**src/rtl/ext_bank_pkg.sv**
```systemverilog
package ext_bank_pkg;

  localparam logic [1:0] FLD_PSIZE = 2'd0;
  localparam logic [1:0] FLD_PCNT  = 2'd1;
  localparam logic [1:0] FLD_DSIZE = 2'd2;
  localparam logic [1:0] FLD_DCNT  = 2'd3;

  typedef struct packed {
    logic [2:0] psize;
    logic [2:0] lo_cnt;
    logic [2:0] up_cnt;
    logic [2:0] dsize;
    logic [2:0] dcnt;
  } bank_cfg_t;

  // log2 of program bank bytes
  function automatic logic [4:0] prog_shift(input logic [2:0] code);
    case (code)
      3'd0:    return 5'd15;
      3'd1:    return 5'd17;
      3'd2:    return 5'd18;
      3'd3:    return 5'd19;
      3'd4:    return 5'd20;
      3'd5:    return 5'd21;
      default: return 5'd22;
    endcase
  endfunction

  // log2 of peripheral bank bytes, saturating at 1MB
  function automatic logic [4:0] data_shift(input logic [2:0] code);
    case (code)
      3'd0:    return 5'd15;
      3'd1:    return 5'd17;
      3'd2:    return 5'd18;
      3'd3:    return 5'd19;
      default: return 5'd20;
    endcase
  endfunction

  // number of high address pins in memory function
  function automatic int hi_pins(input logic [2:0] code);
    return (code >= 3'd6) ? 6 : int'(code);
  endfunction

endpackage

```
**src/rtl/ext_bank_cfg.sv**
```systemverilog
module ext_bank_cfg
  import ext_bank_pkg::*;
(
  input  logic       clk,
  input  logic       rst,
  input  logic       rom_en,
  input  logic       we,
  input  logic [1:0] addr,
  input  logic [7:0] wdata,
  output logic [7:0] rdata,
  output bank_cfg_t  cfg
);

  logic unused_bits;
  assign unused_bits = ^{wdata[7], wdata[3]};

  always_ff @(posedge clk) begin
    if (rst) begin
      cfg.psize  <= rom_en ? 3'b101 : 3'b111;
      cfg.lo_cnt <= 3'b111;
      cfg.up_cnt <= rom_en ? 3'b111 : 3'b000;
      cfg.dsize  <= 3'b000;
      cfg.dcnt   <= 3'b000;
    end else if (we) begin
      case (addr)
        FLD_PSIZE: cfg.psize <= wdata[2:0];
        FLD_PCNT: begin
          cfg.lo_cnt <= wdata[2:0];
          cfg.up_cnt <= wdata[6:4];
        end
        FLD_DSIZE: cfg.dsize <= wdata[2:0];
        default:   cfg.dcnt  <= wdata[2:0];
      endcase
    end
  end

  always_comb begin
    case (addr)
      FLD_PSIZE: rdata = {5'b0, cfg.psize};
      FLD_PCNT:  rdata = {1'b0, cfg.up_cnt, 1'b0, cfg.lo_cnt};
      FLD_DSIZE: rdata = {5'b0, cfg.dsize};
      default:   rdata = {5'b0, cfg.dcnt};
    endcase
  end

  // a field write is visible on the next cycle
  p_wr_psize_r2: assert property (@(posedge clk) disable iff (rst)
    (we && addr == FLD_PSIZE) |=> (cfg.psize == $past(wdata[2:0])));
  p_wr_pcnt_r2: assert property (@(posedge clk) disable iff (rst)
    (we && addr == FLD_PCNT) |=> (cfg.up_cnt == $past(wdata[6:4])
                                  && cfg.lo_cnt == $past(wdata[2:0])));
  p_hold_r2: assert property (@(posedge clk) disable iff (rst)
    !we |=> $stable(cfg));

endmodule

```
**src/rtl/ext_bank_group.sv**
```systemverilog
module ext_bank_group #(
  parameter int ADDR_W = 24,
  parameter int N      = 4,
  parameter int BASE   = 0,
  localparam int CW    = $clog2(N)
) (
  input  logic              clk,
  input  logic              rst,
  input  logic              hit_en,
  input  logic [4:0]        shift,
  input  logic [CW:0]       cnt,
  input  logic [ADDR_W-1:0] addr,
  output logic [N-1:0]      ce_n,
  output logic [N-1:0]      sel
);

  logic [ADDR_W-1:0] idx;
  logic [N-1:0]      in_service;
  logic [N-1:0]      hit;

  assign idx = addr >> shift;

  for (genvar k = 0; k < N; k++) begin : g_lane
    localparam logic [CW-1:0] KV = CW'(k);
    assign in_service[k] = cnt[CW] && (KV <= cnt[CW-1:0]);
    assign hit[k] = hit_en && in_service[k] && (idx == ADDR_W'(BASE + k));
  end

  always_ff @(posedge clk) begin
    if (rst) begin
      ce_n <= '1;
      sel  <= '0;
    end else begin
      ce_n <= ~hit;
      sel  <= in_service;
    end
  end

  // never more than one enable low
  p_single_r11: assert property (@(posedge clk) disable iff (rst)
    $onehot0(~ce_n));
  // no cycle, no enable
  p_idle_r10: assert property (@(posedge clk) disable iff (rst)
    !hit_en |=> (&ce_n));
  // a lane out of service never goes low
  p_service_r9: assert property (@(posedge clk) disable iff (rst)
    $stable(cnt) |=> ((~ce_n & ~sel) == '0));

endmodule

```
**src/rtl/ext_bank_hiaddr.sv**
```systemverilog
module ext_bank_hiaddr #(
  parameter int HI_W = 6
) (
  input  logic            clk,
  input  logic            rst,
  input  logic            valid,
  input  logic [2:0]      code,
  input  logic [HI_W-1:0] addr_hi,
  output logic [HI_W-1:0] hi,
  output logic [HI_W-1:0] hi_sel
);
  import ext_bank_pkg::*;

  logic [HI_W-1:0] mask;

  always_comb begin
    for (int i = 0; i < HI_W; i++) mask[i] = (i < hi_pins(code));
  end

  always_ff @(posedge clk) begin
    if (rst) begin
      hi     <= '0;
      hi_sel <= '0;
    end else begin
      hi     <= valid ? (addr_hi & mask) : '0;
      hi_sel <= mask;
    end
  end

  // idle cycle leaves the high lines at zero
  p_hi_idle_r10: assert property (@(posedge clk) disable iff (rst)
    !valid |=> (hi == '0));
  // unselected pins never carry address
  p_hi_mask_r3: assert property (@(posedge clk) disable iff (rst)
    (hi & ~hi_sel) == '0);

endmodule

```
**src/rtl/ext_bank_decoder.sv**
```systemverilog
module ext_bank_decoder
  import ext_bank_pkg::*;
#(
  parameter int ADDR_W = 24,
  parameter int GRP_N  = 4,
  parameter int HI_W   = 6,
  parameter int HI_LSB = 16,
  localparam int CW    = $clog2(GRP_N)
) (
  input  logic              clk,
  input  logic              rst,
  input  logic              rom_en,
  input  logic              cfg_we,
  input  logic [1:0]        cfg_addr,
  input  logic [7:0]        cfg_wdata,
  output logic [7:0]        cfg_rdata,
  input  logic              acc_valid,
  input  logic              acc_data,
  input  logic [ADDR_W-1:0] acc_addr,
  output logic [2*GRP_N-1:0] prog_ce_n,
  output logic [2*GRP_N-1:0] prog_ce_sel,
  output logic [GRP_N-1:0]  per_ce_n,
  output logic [GRP_N-1:0]  per_ce_sel,
  output logic [HI_W-1:0]   hi_addr,
  output logic [HI_W-1:0]   hi_addr_sel
);

  bank_cfg_t  cfg;
  logic       prog_cyc;
  logic       data_cyc;
  logic [4:0] p_shift;
  logic [4:0] d_shift;

  assign prog_cyc = acc_valid && !acc_data;
  assign data_cyc = acc_valid && acc_data;
  assign p_shift  = prog_shift(cfg.psize);
  assign d_shift  = data_shift(cfg.dsize);

  ext_bank_cfg u_cfg (
    .clk(clk), .rst(rst), .rom_en(rom_en),
    .we(cfg_we), .addr(cfg_addr), .wdata(cfg_wdata),
    .rdata(cfg_rdata), .cfg(cfg)
  );

  ext_bank_group #(.ADDR_W(ADDR_W), .N(GRP_N), .BASE(0)) u_prog_lo (
    .clk(clk), .rst(rst), .hit_en(prog_cyc), .shift(p_shift),
    .cnt(cfg.lo_cnt[CW:0]), .addr(acc_addr),
    .ce_n(prog_ce_n[GRP_N-1:0]), .sel(prog_ce_sel[GRP_N-1:0])
  );

  ext_bank_group #(.ADDR_W(ADDR_W), .N(GRP_N), .BASE(GRP_N)) u_prog_up (
    .clk(clk), .rst(rst), .hit_en(prog_cyc), .shift(p_shift),
    .cnt(cfg.up_cnt[CW:0]), .addr(acc_addr),
    .ce_n(prog_ce_n[2*GRP_N-1:GRP_N]), .sel(prog_ce_sel[2*GRP_N-1:GRP_N])
  );

  ext_bank_group #(.ADDR_W(ADDR_W), .N(GRP_N), .BASE(0)) u_data (
    .clk(clk), .rst(rst), .hit_en(data_cyc), .shift(d_shift),
    .cnt(cfg.dcnt[CW:0]), .addr(acc_addr),
    .ce_n(per_ce_n), .sel(per_ce_sel)
  );

  ext_bank_hiaddr #(.HI_W(HI_W)) u_hi (
    .clk(clk), .rst(rst), .valid(acc_valid), .code(cfg.psize),
    .addr_hi(acc_addr[HI_LSB +: HI_W]),
    .hi(hi_addr), .hi_sel(hi_addr_sel)
  );

  // the two families never decode together
  p_family_r8: assert property (@(posedge clk) disable iff (rst)
    !((~&prog_ce_n) && (~&per_ce_n)));
  // a data cycle leaves every program enable high
  p_data_only_r8: assert property (@(posedge clk) disable iff (rst)
    data_cyc |=> (&prog_ce_n));
  // at most one program enable across both groups
  p_prog_one_r11: assert property (@(posedge clk) disable iff (rst)
    $onehot0(~prog_ce_n));

endmodule

```
**config.mk**
```make
export PLATFORM = sky130hd
export DESIGN_NAME = ext_bank_decoder
export DESIGN_NICKNAME = d
export VERILOG_FILES = /design/src/rtl/ext_bank_pkg.sv /design/src/rtl/ext_bank_cfg.sv /design/src/rtl/ext_bank_group.sv /design/src/rtl/ext_bank_hiaddr.sv /design/src/rtl/ext_bank_decoder.sv
export SDC_FILE = /design/constraint.sdc
export NUM_CORES = 1
export LEC_CHECK = 0
export BUFFER_PORTS_ARGS = -buffer_cell sky130_fd_sc_hd__buf_2
export CAP_MARGIN = 30
export CORE_MARGIN = 4
export CORE_UTILIZATION = 45
export DETAILED_ROUTE_END_ITERATION = 16
export GPL_ROUTABILITY_DRIVEN = 0
export PLACE_DENSITY = 0.73
export RECOVER_POWER = 100
export SLEW_MARGIN = 5
export SYNTH_ARGS = -nofsm -noshare
export SYNTH_HDL_FRONTEND = slang
export SYNTH_SLANG_ARGS = --single-unit
```
**constraint.sdc**
```tcl
create_clock -name clk -period 2.3 [get_ports clk]
set_input_delay 0.23 -clock clk [delete_from_list [all_inputs] [get_ports clk]]
set_output_delay 0.23 -clock clk [all_outputs]
set_load 0.01 [all_outputs]
```
==> metrics.md <==
| Metric | Value |
|---|---|
| Outcome | finished clean |
| Sink Count | 51 |
| Post-Syn Instances | 243 |
| Worst Tran Pin Value | 1.02 ns |
| # hold bufs at CTS | 0 |
| YS warnings | 0 |
| Hold Fails Final Rpt | 0 |
| Sequential area share after synthesis | 44.9% |
| DP HPWL | 4.17 mm |
| Slowest stage delay, CP | 0.52 ns |
| First DRT Iteration DRCs | 103 |
| Port bufs | 65 |
| Die X | 81.1 µm |
| Root Buffer | clkbuf_8 |
| Vias per cell | 5.38 |
| Clock tree buffer depth | 2 |
| Setup_tns | 0 ns |
| Mapped Area | 2410 µm² |
| CTS H-tree depth | 2 |
| DRT Wirelength | 5.53 mm |
| Placed cell area | 2760 µm² |
| Clock Skews | 0.0107 ns |
| Buf/Inv on CP | 1 |
| RSZ-0062 raised after global routing | no |
| Pre-CTS setup slack | 0.247 ns |
| Wire per inst | 14.9 µm |
| CP delay by family, top | simple AND/OR/NAND/NOR gates |
| Main flop type after synthesis | dfxtp_1 |
| Net count, final | 341 |
| Grt total ovfl | 0 |
| HP Class | in -> reg |
| Startpoint types | flop |
| Drt drc | 0 |
| # diodes | 0 |
| Routed via count | 2,002 |
| Tcrit/Tclk final | 91.2% |
| Max frequency | 0.477 GHz |
| Fin worst setup slack | 0.202 ns |
| Ports | 84 |
| # fillers | 506 |
| Netlist cell types | 52 |
| Rows | 26 |
| Peak VDD IR | 300 µV |
| Req. time, crit path | 2.49 ns |
| Starting Density | 46.8% |
| Final Critical Period | 2.10 ns |
| GRT Overall Usage | 17.3% |
| CTS Buf Count | 5 |
| CTS clk-pin slew, worst paths | 0.10 ns |
| Static leakage | 1.14 nW |
| Post-CTS setup buffers | 0 |
| Syn_area_per_cell | 9.90 µm² |
| ANT nets after route | 0 |
| Final instance area | 2810 µm² |
| Dpl cells | 364 |
| Global-route wire length before repair | 8.74 mm |
| CP endpoint kind | flop |
| Die Ht | 81.1 µm |
| Vias in the first global route | 1,913 |
| CP Class | reg -> reg |
| Initial antenna violation count | 0 |
| Total power | 1.92 mW |
| Critical path arrival | 2.29 ns |
| CTS tree | done |
| R2R setup slack | 0.20 ns |
| Max_cap viols | 0 |
| Largest net degree at the start of global routing | 24 |
| Slew Limit Fails | 0 |
| Async SR Flop Fraction | 0% |
| Worst-path cell chain | buf_4 -> or3_1 -> nor3b_2 -> o211a_1 -> a31oi_1 -> or3b_1 |
| Slowest-stage cell, CP | edfxtp_1 |
| # setup viols final | 0 |
| Non-Filler Instances | 372 |
| Normalized max-slew margin | 32.1% |
| First-pass iteration count of the detailed router | 4 |
| Worst skew pair latency | 0.31 ns |
| Cts repair resizes | 0 |
| EDFF count, synth | 6 |
| Synthesized flop and latch total | 51 |
| Footprint of the multi-input gates | 1200 µm² |
| Die area | 6580 µm² |
| Max Fanout on Critical Path | 11 |
| Sequential Area | 1080 µm² |
| P per Cell Area | 685 nW/µm² |
| Core Area | 5140 µm² |
| Share of post-route cells with drive strength above 1 | 15.2% |
| Area grow syn2layout | 16.6% |
-- power by group --
| part | switching, mW | internal (mW) |
|---|---|---|
| Clock | 0.299 | 0.328 |
| Combinational | 0.182 | 0.135 |
| Sequential | 0.0355 | 0.944 |
-- worst register-to-register path, delay by kind of cell, from the launching register on --
kind / cells / cell delay, ns
DFF: 1 / 0.52
and+or+nand+nor: 3 / 1.00
AOI/OAI and AO/OA: 2 / 0.22
buffers and inverters: 1 / 0.23
-- sequential cells by signal, indices dropped and copies added (netlist names) --
signal          flops
u_cfg.cfg          15
u_hi.hi             6
u_hi.hi_sel         6
u_data.ce_n         4
u_data.sel          4
u_prog_lo.ce_n      4
u_prog_lo.sel       4
u_prog_up.ce_n      4
u_prog_up.sel       4
-- layout make-up --
cell class / count / area share, %
clock buffer: 5 / 2.45
clock inverter: 3 / 1.65
inverter: 6 / 0.802
multi-input combinational: 167 / 42.6
sequential: 51 / 38.5
tap: 70 / 3.12
timing repair buffer: 70 / 10.8
-- worst paths after layout --
check | start | to | cells after the start
min reg2reg | u_cfg.cfg[11] | u_cfg.cfg[11] | 1
min | cfg_wdata[4] | u_cfg.cfg[6] | 3
max | u_cfg.cfg[12] | u_prog_up.ce_n[3] | 6
max reg2reg | u_cfg.cfg[12] | u_prog_up.ce_n[3] | 6
-- synth_stat cells, types with 8 or more instances --
cell | number | area, µm²
a21oi_1 | 10 | 50.1
and3_1 | 8 | 50.1
clkbuf_1 | 9 | 33.8
dfxtp_1 | 45 | 901
mux2i_1 | 19 | 190
nand2_1 | 17 | 63.8
nor2_1 | 22 | 82.6
nor2b_1 | 9 | 56.3
-- placed cells by master, fill, tap and decap left out, drive strengths merged, types with 6 or more instances in the layout --
cell type,Yosys,routed
clkbuf,9,48
mux4,6,6
a21oi,11,11
mux2i,19,19
nand4,6,6
nor2,22,22
buf,11,27
inv,6,7
dfxtp,45,45
nor2b,9,9
edfxtp,6,6
and3,8,8
and2,6,6
nand2,17,17
-- stage by stage --
stage / hold slack [ns] / util [%]
2_1_floorplan: 0.324 / -
3_3_place_gp: 0.496 / 53.6
3_5_place_dp: 0.506 / 53.6
4_1_cts: 0.176 / 55.8
5_1_grt: 0.199 / 54.6
6_report: 0.185 / 54.6
-- kinds of logic after synthesis --
| logic type | count (synthesis) | share of synthesized area, % |
|---|---|---|
| simple gates | 98 | 22.5 |
| buf+inv | 26 | 5.30 |
| flops | 51 | 44.9 |
| compound gates | 39 | 12.2 |
| mux | 28 | 14.9 |
| other cells | 1 | 0.156 |
-- metal layers --
layer / up-vias / wire (µm) / global-route usage [%]
met5: - / 0 / 0
met4: 0 / 41 / 5.74
met3: 4 / 384 / 4.66
met2: 60 / 2710 / 29.5
met1: 957 / 2390 / 21.1
li1: 981 / - / -
Power figures use the tool's default switching activity.
